`config.mk`:
```
export PLATFORM = sky130hd
export DESIGN_NAME = mem_pattern_tester
export DESIGN_NICKNAME = d
export VERILOG_FILES = /design/src/rtl/mem_pattern_tester.sv
export SDC_FILE = /design/constraint.sdc
export NUM_CORES = 1
export LEC_CHECK = 0
export CELL_PAD_IN_SITES_DETAIL_PLACEMENT = 0
export CELL_PAD_IN_SITES_GLOBAL_PLACEMENT = 2
export CORE_ASPECT_RATIO = 2
export CORE_MARGIN = 2
export CORE_UTILIZATION = 30
export CTS_CLUSTER_SIZE = 25
export DETAILED_ROUTE_END_ITERATION = 10
export GPL_TIMING_DRIVEN = 0
export PLACE_DENSITY = 0.83
export SETUP_SLACK_MARGIN = 0.02
export SYNTH_ARGS = -nofsm -noshare
export SYNTH_HDL_FRONTEND = slang
export SYNTH_SLANG_ARGS = --single-unit
```
`constraint.sdc`:
```
create_clock -name clk -period 2.3 [get_ports clk]
set_input_delay 0.575 -clock clk [delete_from_list [all_inputs] [get_ports clk]]
set_output_delay 0.575 -clock clk [all_outputs]
set_load 0.02 [all_outputs]
```
`src/rtl/mem_pattern_tester.sv`:
```
module mem_pattern_tester #(
  parameter int ADDR_W = 6,
  parameter int STRIDE = 16,
  parameter int CNT_W  = 8
) (
  input  logic              clk,
  input  logic              rst_n,
  input  logic              start,
  input  logic [5:0]        pass_mask,
  output logic              busy,
  output logic              done,
  output logic              fail,
  output logic [CNT_W-1:0]  err_cnt,
  output logic [ADDR_W-1:0] first_addr,
  output logic [2:0]        first_pass,
  output logic              mem_req,
  output logic              mem_we,
  output logic [ADDR_W-1:0] mem_addr,
  output logic              mem_wdata,
  input  logic              mem_ack,
  input  logic              mem_rdata
);
  localparam int NP    = 6;
  localparam int PW    = 3;
  localparam int CW    = ADDR_W / 2;
  localparam int DEPTH = 1 << ADDR_W;
  localparam logic [PW-1:0] P_W1 = 3'd0, P_W0 = 3'd1, P_CB = 3'd2,
                            P_CBN = 3'd3, P_REV = 3'd5;

  typedef enum logic [1:0] {S_IDLE, S_REQ, S_NEXT} state_t;
  state_t st;

  logic [NP-1:0]     mask_q;
  logic [PW-1:0]     pass_q;
  logic [ADDR_W-1:0] k_q, cnt_q;
  logic              rd_q, busy_q, done_q, fail_q;
  logic [CNT_W-1:0]  err_q;
  logic [ADDR_W-1:0] faddr_q;
  logic [PW-1:0]     fpass_q;

  logic [NP-1:0]     msel;
  logic [PW:0]       lo;
  logic              nxt_ok;
  logic [PW-1:0]     nxt_pass;
  logic              exp_bit;

  assign mem_addr  = (pass_q == P_REV) ? ~cnt_q : cnt_q;
  assign mem_req   = (st == S_REQ);
  assign mem_we    = ~rd_q;
  assign mem_wdata = exp_bit;

  wire walking  = (pass_q == P_W1) || (pass_q == P_W0);
  wire last_k   = (int'(k_q) + STRIDE) >= DEPTH;
  wire last_c   = (cnt_q == {ADDR_W{1'b1}});
  wire mismatch = rd_q && (mem_rdata != exp_bit);

  always_comb begin
    case (pass_q)
      P_W1:    exp_bit = (mem_addr == k_q);
      P_W0:    exp_bit = (mem_addr != k_q);
      P_CB:    exp_bit = mem_addr[CW] ^ mem_addr[0];
      P_CBN:   exp_bit = ~(mem_addr[CW] ^ mem_addr[0]);
      default: exp_bit = ^mem_addr;
    endcase
  end

  assign msel = (st == S_IDLE) ? pass_mask : mask_q;
  assign lo   = (st == S_IDLE) ? '0 : {1'b0, pass_q} + 1'b1;

  always_comb begin
    nxt_ok   = 1'b0;
    nxt_pass = '0;
    for (int i = NP - 1; i >= 0; i--) begin
      if (msel[i] && (i >= int'(lo))) begin
        nxt_ok   = 1'b1;
        nxt_pass = PW'(i);
      end
    end
  end

  always_ff @(posedge clk or negedge rst_n) begin
    if (!rst_n) begin
      st <= S_IDLE;
      mask_q <= '0; pass_q <= '0; k_q <= '0; cnt_q <= '0; rd_q <= 1'b0;
      busy_q <= 1'b0; done_q <= 1'b0; fail_q <= 1'b0; err_q <= '0;
      faddr_q <= '0; fpass_q <= '0;
    end else begin
      case (st)
        S_IDLE: if (start) begin
          mask_q <= pass_mask;
          err_q <= '0; fail_q <= 1'b0; faddr_q <= '0; fpass_q <= '0;
          cnt_q <= '0; k_q <= '0; rd_q <= 1'b0;
          if (nxt_ok) begin
            pass_q <= nxt_pass;
            busy_q <= 1'b1;
            done_q <= 1'b0;
            st     <= S_REQ;
          end else begin
            done_q <= 1'b1;
          end
        end
        S_REQ: if (mem_ack) begin
          if (mismatch) begin
            fail_q <= 1'b1;
            if (err_q != {CNT_W{1'b1}}) err_q <= err_q + 1'b1;
            if (!fail_q) begin
              faddr_q <= mem_addr;
              fpass_q <= pass_q;
            end
          end
          st <= S_NEXT;
        end
        S_NEXT: begin
          st    <= S_REQ;
          cnt_q <= cnt_q + 1'b1;
          if (last_c) begin
            if (!rd_q) rd_q <= 1'b1;
            else begin
              rd_q <= 1'b0;
              if (walking && !last_k) k_q <= k_q + ADDR_W'(STRIDE);
              else begin
                k_q <= '0;
                if (nxt_ok) pass_q <= nxt_pass;
                else begin
                  busy_q <= 1'b0;
                  done_q <= 1'b1;
                  st     <= S_IDLE;
                end
              end
            end
          end
        end
        default: st <= S_IDLE;
      endcase
    end
  end

  assign busy       = busy_q;
  assign done       = done_q;
  assign fail       = fail_q;
  assign err_cnt    = err_q;
  assign first_addr = faddr_q;
  assign first_pass = fpass_q;
endmodule

```
==> out/metrics.yaml, run 1 <==
yosys:
  yosys_warnings: 0
  synth_edf_count: 0
  synth.distinct_cells: 49
  synth.area.top_cells: "dfrtp_1 39%, nand2_1 5.5%, ha_1 5.4%"
  synth_xor_area_frac: 0.0380
  syn_inst: 280
  syn_area_um2: 2540
  muxShareOfSynthArea: 0.0834
  syn_avg_cell_area_um2: 9.06
  synth_seq_cells: 40
  synth_top_cell_area_share: 0.395
  synthFlopType: "dfrtp_1"
  yosysMostFrequentCell: "dfrtp_1"
  synth_area_leader_cell: "dfrtp_1"
  synth_compound_area_frac: 0.151
  ys_seq_area_frac: 0.395
  synth-async-reset-ratio: 1.00
  synthAdderAreaFrac: 0.0543
  synthSimpleGateAreaFrac: 0.239
  ys_top_cells_by_count: "40 x dfrtp_1, 37 x nand2_1, 24 x nand3_1, 19 x o21ai_0"
  syn_nets: 302
  synth_top_family_by_area: "simple AND/OR/NAND/NOR gates"
clocking:
  clockRootBuffer: "clkbuf_16"
  cts_buffers: 5
  cts.sink_count: 40
  htree_levels: 2
  cts_tree: "yes"
  path_clk_slew_ps: 60
  cts_hold_buf: 0
  cts_max_path_buffers: 2
  clkLatencyLatePin_ps: 290
routing:
  ant_nets: 0
  routed-wl-met3_um: 178
  drc: 0
  wire_per_inst_um: 15.5
  wl_met1_um: 2630
  detail_route.iter0.violations: 81
  wl_um: 6850
  first_pass_iters: 4
  vias: 2248
  met2_length_um: 3830
  vias_per_cell: 5.10
  highest_layer: "met4"
global_routing:
  first_global_vias: 2300
  grt_pass1_wl_um: 11300
  grt_max_degree: 23
  antenna_found_initial: 0
  grtUsageTotal: 0.154
  grt_overflow_total: 0
critical_path:
  crit_fanout: 5
  crit_path_end_kind: "primary output"
  crit_arrival_ps: 1960
  reg2reg_setup_slack_ps: -220
  rr_worst_depth: 11
  start_kind: "register"
  r2r-end: "err_cnt[5]$_DFFE_PN0P_"
  rr_startpoint: "pass_q[0]$_DFFE_PN0P_"
  critical_path_class: "register to primary output"
  required_ps: 1730
timing:
  worstMarginPinSlew_ps: 662
  slew_viol_final: 0
  setup_viol: 19
  relSlewSlack: 0.558
  finalCritPeriodShare: 1.10
  rsz0062_at_grt: "yes"
  period_needed_ps: 2540
  hold_viol_final: 0
  fin_worst_skew_ps: 3.92
  max_freq_mhz: 394
  finalWorstSetupSlack_ps: -239
worst_hold_path:
  worstHoldPathType: "input pin to async pin"
cells_and_area:
  area_growth_syn_to_layout_pct: 37.6
  drive_gt1_frac: 0.219
  fill_cells: 859
  diodes: 0
  utilization: 0.424
  design_area_um2: 3490
  finalNetCount: 364
placed_design:
  io_buffers: 39
  dpl.hpwl_um: 5240
  placed_area_um2: 3130
  preCtsSetupSlack_ps: -568
  gp_congestion: 0.820
floorplanning:
  start_util: 0.308
  die_h_um: 134
  core_area_um2: 8230
  ios: 40
  die_w_um: 69.0
  die_area_um2: 9250
  row_count: 47
power:
  max-vdd-ir-drop_uv: 498
  p_total_mw: 4.68
  power.density_nw_per_um2: 1340
  leakage_nw: 1.49
outcome:
  violations: "negative setup slack"
  status: "finished with violations"
flow_run:
  cap_viol_max_count: 0
[layout make-up]
| type | instances | area, um2 | share of cell area |
|---|---|---|---|
| buffer | 11 | 77.6 | 0.0222 |
| sequential | 40 | 1000 | 0.288 |
| clock buffer | 8 | 146 | 0.0420 |
| inverter | 9 | 37.5 | 0.0108 |
| tap | 98 | 123 | 0.0351 |
| multi-input combinational | 219 | 1580 | 0.453 |
| timing repair buffer | 56 | 520 | 0.149 |
[state kept, by name, summed over array words and instances, names as in the netlist]
signal / flops
mask_q: 6
done: 1
k_q: 2
rd_q: 1
cnt_q: 6
first_pass: 3
first_addr: 6
fail: 1
busy: 1
pass_q: 3
err_cnt: 8
st: 2
[logic make-up (layout without fill, tap and decap cells)]
group | Yosys count | in the layout
AOI/OAI and AO/OA | 57 | 57
xor gates and xnor gates | 11 | 11
adders and majority gates | 11 | 11
buffers and inverters | 21 | 84
DFF | 40 | 40
muxes | 20 | 20
and+or+nand+nor | 120 | 120
[cells in the final DEF (no fill, tap or decap), types with 3 or more instances in the layout]
cell / Yosys / layout
a211o_1: 3 / 3
a21o_1: 5 / 5
a21oi_1: 8 / 8
a22o_1: 3 / 3
a31oi_1: 4 / 3
and2_1: 5 / 5
and3_1: 4 / 4
buf_2: 5 / 5
buf_4: 0 / 13
buf_6: 2 / 6
clkbuf_1: 4 / 5
clkbuf_16: 0 / 5
clkbuf_2: 0 / 5
clkdlybuf4s50_1: 0 / 30
dfrtp_1: 40 / 38
ha_1: 11 / 7
ha_4: 0 / 4
inv_1: 8 / 6
mux2_2: 9 / 8
mux2i_1: 11 / 10
nand2_1: 37 / 36
nand3_1: 24 / 23
nor2_1: 10 / 10
nor2b_1: 10 / 8
nor3_1: 10 / 7
nor3_2: 0 / 3
o211ai_1: 3 / 3
o21ai_0: 19 / 11
o21ai_1: 0 / 8
o311ai_1: 0 / 3
or3_1: 5 / 5
xnor2_1: 10 / 10
[repair_timing]
action | 4_1_cts | 5_1_grt
gates resized for setup | 38 | 28
buffers inserted | 10 | 5
pin swaps | 8 | 8
gates cloned | 1 | 0
endpoints found under the setup margin | 31 | 30
[through the flow]
step | hold slack [ps] | setup TNS (ps) | std cells
floorplan | 279 | -430 | 280
CTS | 269 | -2980 | 436
detailed placement | 488 | -7510 | 418
global placement | 481 | -28080 | 417
finish | 256 | -3020 | 441
global route | 284 | -4990 | 441
[per-layer routing]
metal  track usage  vias to the layer above
li1              -                     1126
met1         0.157                     1073
met2         0.295                       36
met3        0.0225                       13
met4        0.0806                        0
met5             0                        -
[report_power, final]
part	switching (mW)	leakage (nW)	internal (mW)
clock network	0.281	0.0712	0.433
logic	1.53	0.899	1.35
registers	0.171	0.520	0.917
[critical path, stage by stage (launching register included)]
cell	delay [ps]
dfrtp_2	470
ha_4	200
buf_6	110
nor4_4	320
nor3_2	90
nand4bb_1	110
o2111a_2	250
buf_6	130
[worst max path at each step]
stage | from | end | slack [ps] | depth (start not counted)
finish | pass_q[0]$_DFFE_PN0P_ | mem_wdata | -240 | 7
global route | pass_q[0]$_DFFE_PN0P_ | err_cnt[5]$_DFFE_PN0P_ | -310 | 11
CTS | pass_q[0]$_DFFE_PN0P_ | mem_wdata | -220 | 7
detailed placement | pass_q[1]$_DFFE_PN0P_ | mem_wdata | -570 | 7
global placement | rst_n | pass_q[0]$_DFFE_PN0P_ | -680 | 1
floorplan | pass_q[0]$_DFFE_PN0P_ | err_cnt[5]$_DFFE_PN0P_ | -80 | 10
Power figures use the tool's default switching activity.
==> inputs of run 2 (changes only) <==
--- a/config.mk
+++ b/config.mk
@@ -14,6 +14,7 @@
 export DETAILED_ROUTE_END_ITERATION = 10
 export GPL_TIMING_DRIVEN = 0
 export PLACE_DENSITY = 0.83
+export RECOVER_POWER = 25
 export SETUP_SLACK_MARGIN = 0.02
 export SYNTH_ARGS = -nofsm -noshare
 export SYNTH_HDL_FRONTEND = slang
==> run 2 against run 1 <==
Net effect:
- the run still ends with negative setup slack left
- sequential power about the same
- cell count unchanged
- routed wire length up 0.23%
- clock skew about the same
- worst hold slack better by 210 ps
- non-clock buffer count unchanged
- global-route usage unchanged
==> out/metrics.yaml, run 2 (same netlist as run 1, synthesis figures left out) <==
critical_path:
  crit_fanout: 5
  cp-startpoint: "pass_q[0]$_DFFE_PN0P_"
  crit_arrival_ps: 1960
  critical_path_class: "register to primary output"
  cpPeakStageDelay_ps: 470
  reg2reg_setup_slack_ps: -220
  required_ps: 1730
  cpMostUsedCell: "buf_6"
  cp_cell_sequence: "ha_4 > buf_6 > nor4_4 > nor3_2 > nand4bb_1 > o2111a_2 > buf_6"
  crit_end: "mem_wdata"
  slowest_stage: "dfrtp_2"
  crit_path_end_kind: "primary output"
  r2r-end: "err_cnt[5]$_DFFE_PN0P_"
  start_kind: "register"
  rr_startpoint: "pass_q[0]$_DFFE_PN0P_"
  rr_worst_depth: 11
routing:
  first_pass_iters: 4
  ant_nets: 0
  wire_per_inst_um: 15.6
  vias: 2254
  vias_per_cell: 5.11
  wl_um: 6870
  detail_route.iter0.violations: 91
  drc: 0
timing:
  fin_worst_skew_ps: 3.87
  relSlewSlack: 0.271
  setup_viol: 19
  max_freq_mhz: 394
  finalWorstSetupSlack_ps: -238
  period_needed_ps: 2540
  hold_viol_final: 0
  slew_viol_final: 0
  finalCritPeriodShare: 1.10
  holdWs_ps: 469
  rsz0062_at_grt: "yes"
  worstMarginPinSlew_ps: 1090
floorplanning:
  die_area_um2: 9250
  ios: 40
  die_w_um: 69.0
  die_h_um: 134
  core_area_um2: 8230
  row_count: 47
  start_util: 0.308
global_routing:
  grtUsageTotal: 0.154
  grt_pass1_wl_um: 11300
  grt_max_degree: 23
  first_global_vias: 2300
  antenna_found_initial: 0
  grt_overflow_total: 0
worst_hold_path:
  worstHoldPathType: "input pin to async pin"
cells_and_area:
  diodes: 0
  fill_cells: 862
  area_growth_syn_to_layout_pct: 37.0
  largest_register_ffs: 8
  utilization: 0.422
  layout_commonest_cell: "dfrtp_1"
  drive_gt1_frac: 0.213
  design_area_um2: 3470
  final_cell_mix: "38 x dfrtp_1, 36 x nand2_1, 30 x clkdlybuf4s50_1, 23 x nand3_1, 13 x buf_4"
  finalNetCount: 364
clocking:
  clockRootBuffer: "clkbuf_16"
  clkLatencyLatePin_ps: 290
  cts_max_path_buffers: 2
  cts.sink_count: 40
  cts_buffers: 5
  path_clk_slew_ps: 60
  htree_levels: 2
  cts_tree: "yes"
power:
  max-vdd-ir-drop_uv: 496
  p_total_mw: 4.67
  leakage_nw: 1.49
  power.density_nw_per_um2: 1340
placed_design:
  dpl.hpwl_um: 5240
  gp_congestion: 0.820
  io_buffers: 39
  preCtsSetupSlack_ps: -568
  placed_area_um2: 3130
outcome:
  violations: "negative setup slack"
  status: "finished with violations"
flow_run:
  cap_viol_max_count: 0
[run 2: critical path, delay by kind of cell, from the launching register on]
kind	cells	cell delay (ps)
AND/OR/NAND/NOR	3	520
adder cells (fa/ha/maj)	1	200
flip-flops	1	470
buffers and inverters	2	240
AO/OA/AOI/OAI	1	250
[run 2: cell type report]
| cell class | instances | area, um2 | area share |
|---|---|---|---|
| plain buffers | 11 | 77.6 | 0.0223 |
| clock buffers | 8 | 146 | 0.0421 |
| inverters | 9 | 37.5 | 0.0108 |
| multi-input cells | 219 | 1580 | 0.455 |
| flip-flops and latches | 40 | 1000 | 0.289 |
| well taps | 98 | 123 | 0.0353 |
| repair buffers | 56 | 504 | 0.145 |
[run 2: worst min-delay path by stage]
stage                       endpoint  slack, ps  depth (start not counted)
4_1_cts        mask_q[0]$_DFFE_PN0P_        270                          1
6_report       mask_q[0]$_DFFE_PN0P_        470                          1
3_3_place_gp   mask_q[1]$_DFFE_PN0P_        480                          1
3_5_place_dp   mask_q[1]$_DFFE_PN0P_        490                          1
2_1_floorplan       busy$_DFFE_PN0P_        280                          0
5_1_grt        mask_q[1]$_DFFE_PN0P_        530                          1
[run 2: through the flow]
step	std cells	TNS, ps
global placement	417	-28080
CTS	436	-2980
floorplan	280	-430
finish	441	-3020
detailed placement	418	-7510
global route	441	-6370
[run 2: power by group]
| group | total (mW) | switching, mW | internal [mW] |
|---|---|---|---|
| sequential | 1.09 | 0.171 | 0.917 |
| combinational | 2.87 | 1.52 | 1.34 |
| clock | 0.713 | 0.280 | 0.433 |
| total | 4.67 | 1.98 | 2.69 |
[run 2: timing repair]
action                                 4_1_cts  5_1_grt
resized for setup                           38       28
endpoints found under the hold margin        0        0
gates cloned                                 1        0
hold buffers                                 0        0
setup endpoints to repair                   31       30
pin swaps                                    8        8
setup buffers                               10        5
[run 2: metal layers]
metal	GRT usage	vias to the layer above	wire length (um)
met1	0.157	1071	2610
met4	0.0806	0	211
met3	0.0225	13	193
met2	0.295	45	3850
li1	-	1125	-
met5	0	-	0
==> inputs of run 3 (changes only) <==
--- a/config.mk
+++ b/config.mk
@@ -13,7 +13,7 @@
 export CTS_CLUSTER_SIZE = 25
 export DETAILED_ROUTE_END_ITERATION = 10
 export GPL_TIMING_DRIVEN = 0
-export PLACE_DENSITY = 0.83
+export PLACE_DENSITY_LB_ADDON = 0.1
 export RECOVER_POWER = 25
 export SETUP_SLACK_MARGIN = 0.02
 export SYNTH_ARGS = -nofsm -noshare
==> run 3 against run 2 <==
Net effect:
- the flow still finishes with violations (negative setup slack)
- register-to-register slack worse by 60 ps
- final area increased by 1.0%
- worst hold slack lost 140 ps
- clock-buffer cell count unchanged
- largest power group unchanged
- highest routed layer unchanged
==> out/metrics.yaml, run 3 (same netlist as run 1, synthesis figures left out) <==
outcome:
  status: "finished with violations"
  violations: "negative setup slack"
routing:
  vias: 2297
  vias_per_cell: 5.24
  wire_per_inst_um: 17.2
  first_pass_iters: 4
  ant_nets: 0
  wl_um: 7550
  detail_route.iter0.violations: 85
  drc: 0
cells_and_area:
  final_cell_mix: "38 x dfrtp_1, 37 x nand2_1, 30 x clkdlybuf4s50_1, 24 x nand3_1, 12 x o21ai_0"
  diodes: 0
  utilization: 0.426
  area_growth_syn_to_layout_pct: 38.4
  drive_gt1_frac: 0.224
  finalNetCount: 361
  layout.cells.non_filler: 438
  design_area_um2: 3510
  layout_commonest_cell: "dfrtp_1"
  fill_cells: 864
  largest_register_ffs: 8
floorplanning:
  die_h_um: 134
  die_area_um2: 9250
  start_util: 0.308
  row_count: 47
  die_w_um: 69.0
  ios: 40
  core_area_um2: 8230
global_routing:
  grt_max_degree: 29
  grt_overflow_total: 0
  grtUsageTotal: 0.171
  antenna_found_initial: 0
  first_global_vias: 2357
  grt_pass1_wl_um: 12400
power:
  leakage_nw: 1.49
  max-vdd-ir-drop_uv: 628
  power.density_nw_per_um2: 1330
clocking:
  path_clk_slew_ps: 60
  clkLatencyLatePin_ps: 290
  htree_levels: 2
  cts_tree: "yes"
  clockRootBuffer: "clkbuf_16"
  cts_buffers: 5
  cts.sink_count: 40
  cts_max_path_buffers: 2
placed_design:
  dpl.hpwl_um: 5710
  placed_area_um2: 3130
  place_inst: 418
  io_buffers: 39
  gp_congestion: 0.786
critical_path:
  crit_fanout: 5
  reg2reg_setup_slack_ps: -280
  cp-startpoint: "pass_q[0]$_DFFE_PN0P_"
  crit_arrival_ps: 2750
  start_kind: "register"
  required_ps: 2470
  rr_startpoint: "pass_q[0]$_DFFE_PN0P_"
  rr_worst_depth: 11
  crit_path_end_kind: "register"
  critical_path_class: "register to register"
  crit_end: "err_cnt[5]$_DFFE_PN0P_"
  r2r-end: "err_cnt[5]$_DFFE_PN0P_"
timing:
  fin_worst_skew_ps: 7.61
  setup_tns_ps: -3610
  period_needed_ps: 2580
  relSlewSlack: 0.487
  worstMarginPinSlew_ps: 770
  finalWorstSetupSlack_ps: -284
  rsz0062_at_grt: "yes"
  max_freq_mhz: 387
  hold_viol_final: 0
  slew_viol_final: 0
  finalCritPeriodShare: 1.12
  setup_viol: 19
flow_run:
  cap_viol_max_count: 0
worst_hold_path:
  worstHoldPathType: "input pin to async pin"
[run 3: cell types whose count changed in the layout (fill, tap and decap cells not counted), sizes merged]
cell           before  now
dlymetal6s2s        1    0
clkdlybuf4s15       1    2
clkbuf             17   14
[run 3: cell type report]
cell class / instances / area, um2 / share of cell area
clock buffers: 8 / 146 / 0.0417
multi-input cells: 219 / 1620 / 0.460
plain buffers: 11 / 73.8 / 0.0210
repair buffers: 53 / 513 / 0.146
well taps: 98 / 123 / 0.0349
flip-flops and latches: 40 / 1000 / 0.286
inverters: 9 / 35.0 / 0.00998
[run 3: timing repair]
action                                  CTS  global route
endpoints found under the setup margin   31            30
hold endpoints to repair                  0             0
pin swaps                                 7             3
buffers inserted                          9             3
gates resized for setup                  60            14
hold buffers                              0             0
cloned                                    2             0
[run 3: per-stage QoR]
| stage | hold slack [ps] | worst slack [ps] | power (mW) |
|---|---|---|---|
| after detailed placement | 487 | -604 | 3.62 |
| after CTS | 204 | -261 | 4.65 |
| after global placement | 481 | -805 | 3.62 |
| after floorplan | 279 | -80.7 | 2.74 |
| final | 334 | -284 | 4.68 |
| after global routing | 400 | -338 | 5.02 |
[run 3: how the worst min path moves through the flow]
| stage | from | end | slack, ps | cells after the start |
|---|---|---|---|---|
| 6_report | rst_n | err_cnt[0]$_DFFE_PN0P_ | 330 | 1 |
| 5_1_grt | rst_n | err_cnt[0]$_DFFE_PN0P_ | 400 | 1 |
| 4_1_cts | rst_n | err_cnt[0]$_DFFE_PN0P_ | 200 | 1 |
| 3_5_place_dp | mask_q[1]$_DFFE_PN0P_ | mask_q[1]$_DFFE_PN0P_ | 490 | 1 |
| 3_3_place_gp | mask_q[1]$_DFFE_PN0P_ | mask_q[1]$_DFFE_PN0P_ | 480 | 1 |
| 2_1_floorplan | rst_n | busy$_DFFE_PN0P_ | 280 | 0 |
[run 3: metal layers]
layer | GRT usage | vias up | part of all wire
met3 | 0.0203 | 8 | 0.020
met2 | 0.348 | 35 | 0.58
met5 | 0 | - | 0
met4 | 0.0556 | 0 | 0.019
met1 | 0.175 | 1129 | 0.38
li1 | - | 1125 | -
[run 3: report_power, final]
group,total [mW],switching (mW),internal (mW)
logic,2.86,1.55,1.30
registers,1.10,0.184,0.917
clock network,0.720,0.287,0.433
total,4.68,2.02,2.65
[run 3: critical path, cell delays in order (launching register included)]
cell and delay, ps:
dfrtp_2 460, buf_6 140, ha_4 170, nor4_4 340, nor3_2 90, o211ai_1 90
o2111a_2 250, buf_6 120, mux2i_4 340, buf_6 180, nor3_2 40, a211o_1 240
